File: src/rtl/br_pkg.sv
package br_pkg;
   typedef enum logic [1:0] {
      BK_NONE = 2'd0,
      BK_EQ   = 2'd1,
      BK_NE   = 2'd2,
      BK_JUMP = 2'd3
   } br_kind_e;

   typedef enum logic [1:0] {
      NPC_SEQ    = 2'd0,
      NPC_TARGET = 2'd1,
      NPC_HOLD   = 2'd2
   } npc_sel_e;
endpackage

File: src/rtl/br_operand_cmp.sv
module br_operand_cmp #(
   parameter int XLEN    = 32,
   parameter int SLICE_W = 8
) (
   input  logic [XLEN-1:0] a_i,
   input  logic [XLEN-1:0] b_i,
   output logic            eq_o
);
   localparam int NSL = XLEN / SLICE_W;

   generate
      if (SLICE_W < 1 || (XLEN % SLICE_W) != 0) begin : g_bad_slice
         $error("br_operand_cmp: XLEN must be a multiple of SLICE_W");
      end
      if (SLICE_W >= XLEN) begin : g_flat
         assign eq_o = (a_i == b_i);
      end else begin : g_sliced
         logic [NSL-1:0] sl_eq;
         for (genvar s = 0; s < NSL; s++) begin : g_sl
            assign sl_eq[s] = (a_i[s*SLICE_W +: SLICE_W] == b_i[s*SLICE_W +: SLICE_W]);
         end
         assign eq_o = &sl_eq;
      end
   endgenerate
endmodule

File: src/rtl/br_target_gen.sv
module br_target_gen #(
   parameter int XLEN      = 32,
   parameter int OFS_SHIFT = 2
) (
   input  logic [XLEN-1:0] pc_plus4_i,
   input  logic [XLEN-1:0] ofs_i,
   output logic [XLEN-1:0] target_o
);
   generate
      if (OFS_SHIFT < 0 || OFS_SHIFT >= XLEN) begin : g_bad_shift
         $error("br_target_gen: OFS_SHIFT out of range");
      end
   endgenerate

   logic [XLEN-1:0] ofs_bytes;
   assign ofs_bytes = ofs_i << OFS_SHIFT;
   assign target_o  = pc_plus4_i + ofs_bytes;
endmodule

File: src/rtl/br_src_hazard.sv
module br_src_hazard #(
   parameter int REGW          = 5,
   parameter int NPROD         = 2,
   parameter bit ZERO_HARDWIRE = 1'b1
) (
   input  logic [REGW-1:0]            src_a_idx_i,
   input  logic [REGW-1:0]            src_b_idx_i,
   input  logic [NPROD-1:0]           prod_wen_i,
   input  logic [NPROD-1:0][REGW-1:0] prod_rd_i,
   output logic                       hit_o
);
   generate
      if (NPROD < 1) begin : g_bad_nprod
         $error("br_src_hazard: NPROD must be at least 1");
      end
   endgenerate

   logic [NPROD-1:0] hit_vec;

   generate
      for (genvar p = 0; p < NPROD; p++) begin : g_prod
         logic live;
         if (ZERO_HARDWIRE) begin : g_z
            assign live = prod_wen_i[p] && (prod_rd_i[p] != '0);
         end else begin : g_nz
            assign live = prod_wen_i[p];
         end
         assign hit_vec[p] = live &&
                             ((prod_rd_i[p] == src_a_idx_i) || (prod_rd_i[p] == src_b_idx_i));
      end
   endgenerate

   assign hit_o = |hit_vec;
endmodule

File: src/rtl/br_decode_resolve.sv
module br_decode_resolve #(
   parameter int XLEN      = 32,
   parameter int REGW      = 5,
   parameter int NPROD     = 2,
   parameter int OFS_SHIFT = 2,
   parameter int CMP_SLICE = 8
) (
   input  logic                       slot_mode_i,
   input  logic                       id_valid_i,
   input  logic [1:0]                 br_kind_i,
   input  logic [XLEN-1:0]            src_a_val_i,
   input  logic [XLEN-1:0]            src_b_val_i,
   input  logic [REGW-1:0]            src_a_idx_i,
   input  logic [REGW-1:0]            src_b_idx_i,
   input  logic [NPROD-1:0]           prod_wen_i,
   input  logic [NPROD-1:0][REGW-1:0] prod_rd_i,
   input  logic [XLEN-1:0]            ofs_i,
   input  logic [XLEN-1:0]            pc_plus4_i,
   output logic [1:0]                 npc_sel_o,
   output logic [XLEN-1:0]            target_o,
   output logic                       flush_o,
   output logic                       stall_o
);
   import br_pkg::*;

   br_kind_e kind;
   logic     ops_eq;
   logic     dep_hit;
   logic     is_cond;
   logic     cond_met;
   logic     redirect;

   assign kind = br_kind_e'(br_kind_i);

   br_operand_cmp #(.XLEN(XLEN), .SLICE_W(CMP_SLICE)) cmp_i (
      .a_i  (src_a_val_i),
      .b_i  (src_b_val_i),
      .eq_o (ops_eq)
   );

   br_target_gen #(.XLEN(XLEN), .OFS_SHIFT(OFS_SHIFT)) tgt_i (
      .pc_plus4_i (pc_plus4_i),
      .ofs_i      (ofs_i),
      .target_o   (target_o)
   );

   br_src_hazard #(.REGW(REGW), .NPROD(NPROD), .ZERO_HARDWIRE(1'b1)) haz_i (
      .src_a_idx_i (src_a_idx_i),
      .src_b_idx_i (src_b_idx_i),
      .prod_wen_i  (prod_wen_i),
      .prod_rd_i   (prod_rd_i),
      .hit_o       (dep_hit)
   );

   always_comb begin
      is_cond  = (kind == BK_EQ) || (kind == BK_NE);
      cond_met = (kind == BK_EQ) ? ops_eq : !ops_eq;
      stall_o  = id_valid_i && is_cond && dep_hit;
      redirect = id_valid_i && !stall_o &&
                 ((kind == BK_JUMP) || (is_cond && cond_met));
      flush_o  = redirect && !slot_mode_i;
      if (stall_o)       npc_sel_o = NPC_HOLD;
      else if (redirect) npc_sel_o = NPC_TARGET;
      else               npc_sel_o = NPC_SEQ;
   end
endmodule

File: config.mk
export PLATFORM = sky130hd
export DESIGN_NAME = br_decode_resolve
export DESIGN_NICKNAME = d
export VERILOG_FILES = /design/src/rtl/br_pkg.sv /design/src/rtl/br_operand_cmp.sv /design/src/rtl/br_target_gen.sv /design/src/rtl/br_src_hazard.sv /design/src/rtl/br_decode_resolve.sv
export SDC_FILE = /design/constraint.sdc
export NUM_CORES = 1
export LEC_CHECK = 0
export BUFFER_PORTS_ARGS = -buffer_cell sky130_fd_sc_hd__buf_4
export CORE_MARGIN = 2
export CORE_UTILIZATION = 41
export DETAILED_ROUTE_END_ITERATION = 6
export MAX_ROUTING_LAYER = met4
export PLACE_DENSITY = 0.85
export SLEW_MARGIN = 20
export SYNTH_ARGS = -nofsm -noshare
export SYNTH_HDL_FRONTEND = slang
export SYNTH_SLANG_ARGS = --single-unit
File: constraint.sdc
create_clock -name vclk -period 3.55
set_input_delay 0.5325 -clock vclk [all_inputs]
set_output_delay 0.5325 -clock vclk [all_outputs]
set_load 0.05 [all_outputs]
== Word-level counts from Yosys, hierarchy flattened ==
Index checks and enable logic that the tools add are counted.
Storage, ports and cells
  input bits: 154
  flip-flop bits (word level): 0
  logic and storage cells: 36
  output and inout bits: 36
Operators by class
  muxes and demuxes: 3
  add/sub/neg operators: 1
  eq/ne operators: 11
  reduce and logical (&&, ||, !) cells: 21
Operators with widths (count)
  $add A32 B32 Y32: 1
  $eq A8 B8 Y1: 4
  $eq A5 B5 Y1: 4
  $logic_and A1 B1 Y1: 10
  $reduce_bool A5 Y1: 2
  $eq A2 B2 Y1 const B: 2
  $logic_or A1 B1 Y1: 4
  $reduce_and A4 Y1: 1
  $logic_not A1 Y1: 3
  $eq A2 B1 Y1 const B: 1
  $mux W1: 2
  $mux W2: 1
  $reduce_or A2 Y1: 1

== Logic depth before layout (Yosys ltp) ==
  word-level depth: 10
  depth in mapped cells: 10
  mapped depth without buffers: 10

== Cells and area by module ==
A second synthesis with hierarchy kept.
Second synthesis, totals
  cells, all modules: 315
  area, all modules: 2285.9 um2
By module, submodules not included
  br_target_gen: area an instance 1606.5 um2, cells an instance 227, instances 1, sequential area each 0.0 um2
  br_operand_cmp: area an instance 346.6 um2, cells an instance 43, instances 1, sequential area each 0.0 um2
  br_src_hazard: area an instance 256.5 um2, cells an instance 35, instances 1, sequential area each 0.0 um2
  br_decode_resolve: area an instance 76.3 um2, cells an instance 10, instances 1, sequential area each 0.0 um2

== Worst setup path before layout ==
OpenSTA, ideal clock, no wires.
  kind: input-to-output
  start: input port prod_rd_i[5] (netlist name)
  end: output port flush_o
  arrival: 3348 ps
  stages on the path: 5
  path slack: -330 ps
  buffers on the path: 0
  path through: or4_1 -> o21ai_0 -> o22ai_1 -> and3_1 -> nor4b_1
On the way
  cells in the longest elaborated chain, start to end: 9
  elaborated cells between the ends (all ways): 12
  classes of those cells: eq/ne: 2; reduce/logical: 10
RTL lines
  from (decl): RTL line br_decode_resolve.sv:16  | input logic [NPROD-1:0][REGW-1:0] prod_rd_i,
  $eq A5 B5 Y1 or $reduce_bool A5 Y1 (tied branches): RTL line br_src_hazard.sv:29, br_src_hazard.sv:24
  $logic_or A1 B1 Y1 or $logic_and A1 B1 Y1 (tied branches): RTL line br_src_hazard.sv:29, br_src_hazard.sv:24
  $logic_and A1 B1 Y1 (*): RTL line br_src_hazard.sv:28  | assign hit_vec[p] = live &&
  $reduce_or A2 Y1 (*): RTL line br_src_hazard.sv:33  | assign hit_o = |hit_vec;
  $logic_and A1 B1 Y1 (*): RTL line br_decode_resolve.sv:58  | stall_o = id_valid_i && is_cond && dep_hit;
  via stall_o: RTL line br_decode_resolve.sv:22  | output logic stall_o
  $logic_not A1 Y1 (*): RTL line br_decode_resolve.sv:59  | redirect = id_valid_i && !stall_o &&
  $logic_and A1 B1 Y1 (*) (2 in a row): RTL line br_decode_resolve.sv:59
  $logic_and A1 B1 Y1 (*): RTL line br_decode_resolve.sv:61  | flush_o = redirect && !slot_mode_i;
  to (decl): RTL line br_decode_resolve.sv:21  | output logic flush_o,
Mark *: on every way through the listed nets, which the timed path passes. The rest lies on a longest branch.

== Worst setup path in the final report ==
  start: input port ofs_i[0]
  end: output port target_o[28]
On the way
  cells in the longest elaborated chain, start to end: 1
RTL lines
  from (decl): RTL line br_decode_resolve.sv:17  | input logic [XLEN-1:0] ofs_i,
  $add A32 B32 Y32: RTL line br_target_gen.sv:17  | assign target_o = pc_plus4_i + ofs_bytes;
  to (decl): RTL line br_decode_resolve.sv:20  | output logic [XLEN-1:0] target_o,
No other way between the ends.

==> impl_metrics.ini <==
[finish]
antenna_cells = 0
drive_gt1_share_pct = 41.0
nNetsFinal = 669
fillers = 474
area_growth_pct = 62.3
seq_cell_count = 0
final_cell_mix = buf_4 (185), xor2_1 (56), a21oi_1 (31), ha_1 (29)
num-clock-buffers = 0
final_common_cell = buf_4
register_area_um2 = 0

[synthesis]
syn-num-nets = 495
netlist_instances = 311
synthTopCellsByArea = xor2_1 (22%), ha_1 (16%), xnor2_1 (9.7%)
ys_warn_count = 0
synth.top_cell.area_share_pct = 22.0
netlist_area_mm2 = 0.00227
syn_avg_cell_area_um2 = 7.29
synth_area_leader_cell = xor2_1
ys_types = 51
ys_seq_area_share_pct = 0

[critical_path]
worst-path-stages = 12
cp_data_arrival_time_ns = 2.79
crit_chain = buf_4 -> ha_1 -> inv_1 -> fa_1 -> nand2b_1 -> a21oi_2 -> o31ai_1 -> o31ai_4 -> a21boi_1 -> o41ai_2 -> xor2_2 -> buf_4
critical_path_required_ns = 3.02
crit_path_start_kind = input pin
cp_max_fo = 3
critical_path_class = input pin to output pin
critPathBufInv = 3
cp-endpoint = target_o[28]
max_stage_delay_ns = 0.39
critPathTopFamily = compound AO/OA/AOI/OAI gates
worst_setup_path_end_kind = output pin
slowest_stage = fa_1
setup.worst_path.start = ofs_i[0]
crit_path_frequent_cell = buf_4

[detailed_routing]
drtIter0Drc = 123
dr_total_vias = 3036
wl_met3_um = 626
routed_wl_mm = 8.53
ant_nets = 0
wl_met2_mm = 4.38
drc_errors = 0
wl_met1_mm = 3.27
drt_pass1_iterations = 5
top_layer = met4
viasPerCell = 5.47
post_drt_wl_per_cell_um = 15.4

[hold_path]
hold_class = input pin to output pin
min_path_cells = 0

[run]
drv_cap = 0

[timing]
max_slew.worst_pin.slew_ns = 0.511
setup_ws_ns = 0.225
final_max_slew_viol_count = 0
fin_tns_setup_ns = 0
max_slew_margin_pct = 65.6
period_needed_ns = 3.33
setup_viol = 0
rsz0062_at_grt = false
max_freq_mhz = 301
period_share_pct = 93.7
hold_viol = 0

[floorplanning]
fp.dieArea_mm2 = 0.00614
core_area_mm2 = 0.00544
num_rows = 27
start_util_pct = 41.7
die_height_um = 78.4
io_pins = 190
die_w_um = 78.4

[pwr]
pwr-share-clk_pct = 0
p_seq_share_pct = 0
power_frac_comb_pct = 100.0
ir_drop_uv = 154
p_leak_nw = 1.83
p_int_mw = 0.366
netSwitchingPower_mw = 0.563
switching_share_pct = 60.6
cellPowerDensity_mw_per_mm2 = 252

[global_routing]
overflow = 0
grt_pass1_vias = 3026
grt_max_degree = 10
grt_pass1_wl_mm = 13.4
grt_antenna_before_repair = 0
grtUsageTotal_pct = 27.3

[placement]
place_ws_ns = 0.136
portBuffers = 184
dp_hpwl_mm = 7.83
gp_congestion = 0.932

[status]
status = complete, no violations

[clock_tree]
post_cts_resized = 0
holdBufCountCts = 0
postCtsSetupBuffers = 0
-- area by class of cell --
class / count / area (um2) / share of cell area (%)
repair buffers: 185 / 1390 / 37.7
multi-input cells: 293 / 2180 / 59.3
inverters: 5 / 18.8 / 0.510
well taps: 72 / 90.1 / 2.45
-- through the flow --
stage | area (um2) | instances | total power, mW | utilization [%] | hold slack, ns
5_1_grt | 3680 | 555 | 0.986 | 67.7 | 1.07
4_1_cts | 3680 | 555 | 0.927 | 67.7 | 1.07
3_5_place_dp | 3680 | 555 | 0.925 | 67.7 | 1.07
2_1_floorplan | 2280 | 311 | 0.601 | - | 1.17
3_3_place_gp | 3680 | 555 | 0.909 | 67.7 | 1.07
6_report | 3680 | 555 | 0.929 | 67.7 | 1.07
-- routing by layer --
| layer | vias up | track usage (%) |
|---|---|---|
| met4 | 0 | 7.19 |
| met1 | 1382 | 29.9 |
| met3 | 24 | 3.68 |
| met2 | 152 | 51.5 |
| li1 | 1478 | - |
| met5 | - | - |
-- logic make-up after synthesis --
| kind of cell | Yosys count | share of synthesized area [%] |
|---|---|---|
| adder cells (fa/ha/maj) | 30 | 16.9 |
| AND/OR/NAND/NOR | 89 | 20.5 |
| XOR/XNOR | 82 | 31.7 |
| multiplexers | 1 | 0.441 |
| AO/OA/AOI/OAI | 91 | 26.2 |
| buffers and inverters | 18 | 4.36 |
-- worst min-delay path by stage --
stage | to | start
global placement | target_o[0] | pc_plus4_i[0]
CTS | target_o[0] | pc_plus4_i[0]
detailed placement | target_o[0] | pc_plus4_i[0]
finish | target_o[0] | pc_plus4_i[0]
global route | target_o[0] | pc_plus4_i[0]
floorplan | flush_o | slot_mode_i
-- synthesized netlist by cell type (2+ instances only) --
| cell | count |
|---|---|
| xor2_1 | 57 |
| a21oi_1 | 31 |
| ha_1 | 29 |
| nand2_1 | 25 |
| xnor2_1 | 25 |
| o21ai_0 | 20 |
| nor2_1 | 15 |
| a21o_1 | 11 |
| nor4_1 | 9 |
| nand3_1 | 7 |
| nand4_1 | 7 |
| clkbuf_1 | 6 |
| nor3_1 | 6 |
| inv_1 | 5 |
| a31oi_1 | 4 |
| buf_4 | 4 |
| nand2b_1 | 3 |
| nor2b_1 | 3 |
| o211ai_1 | 3 |
| or4_1 | 3 |
| a211oi_1 | 2 |
| a21boi_1 | 2 |
| and3_1 | 2 |
| buf_6 | 2 |
| nor3b_1 | 2 |
| o21a_1 | 2 |
| o21ai_1 | 2 |
-- power by group through the flow --
| stage | logic (mW) | clock network [mW] | registers [mW] |
|---|---|---|---|
| after global routing | 0.986 | 0 | 0 |
| after floorplan | 0.601 | 0 | 0 |
| after detailed placement | 0.925 | 0 | 0 |
| final | 0.929 | 0 | 0 |
| after global placement | 0.909 | 0 | 0 |
| after CTS | 0.927 | 0 | 0 |
Power figures use the tool's default switching activity.
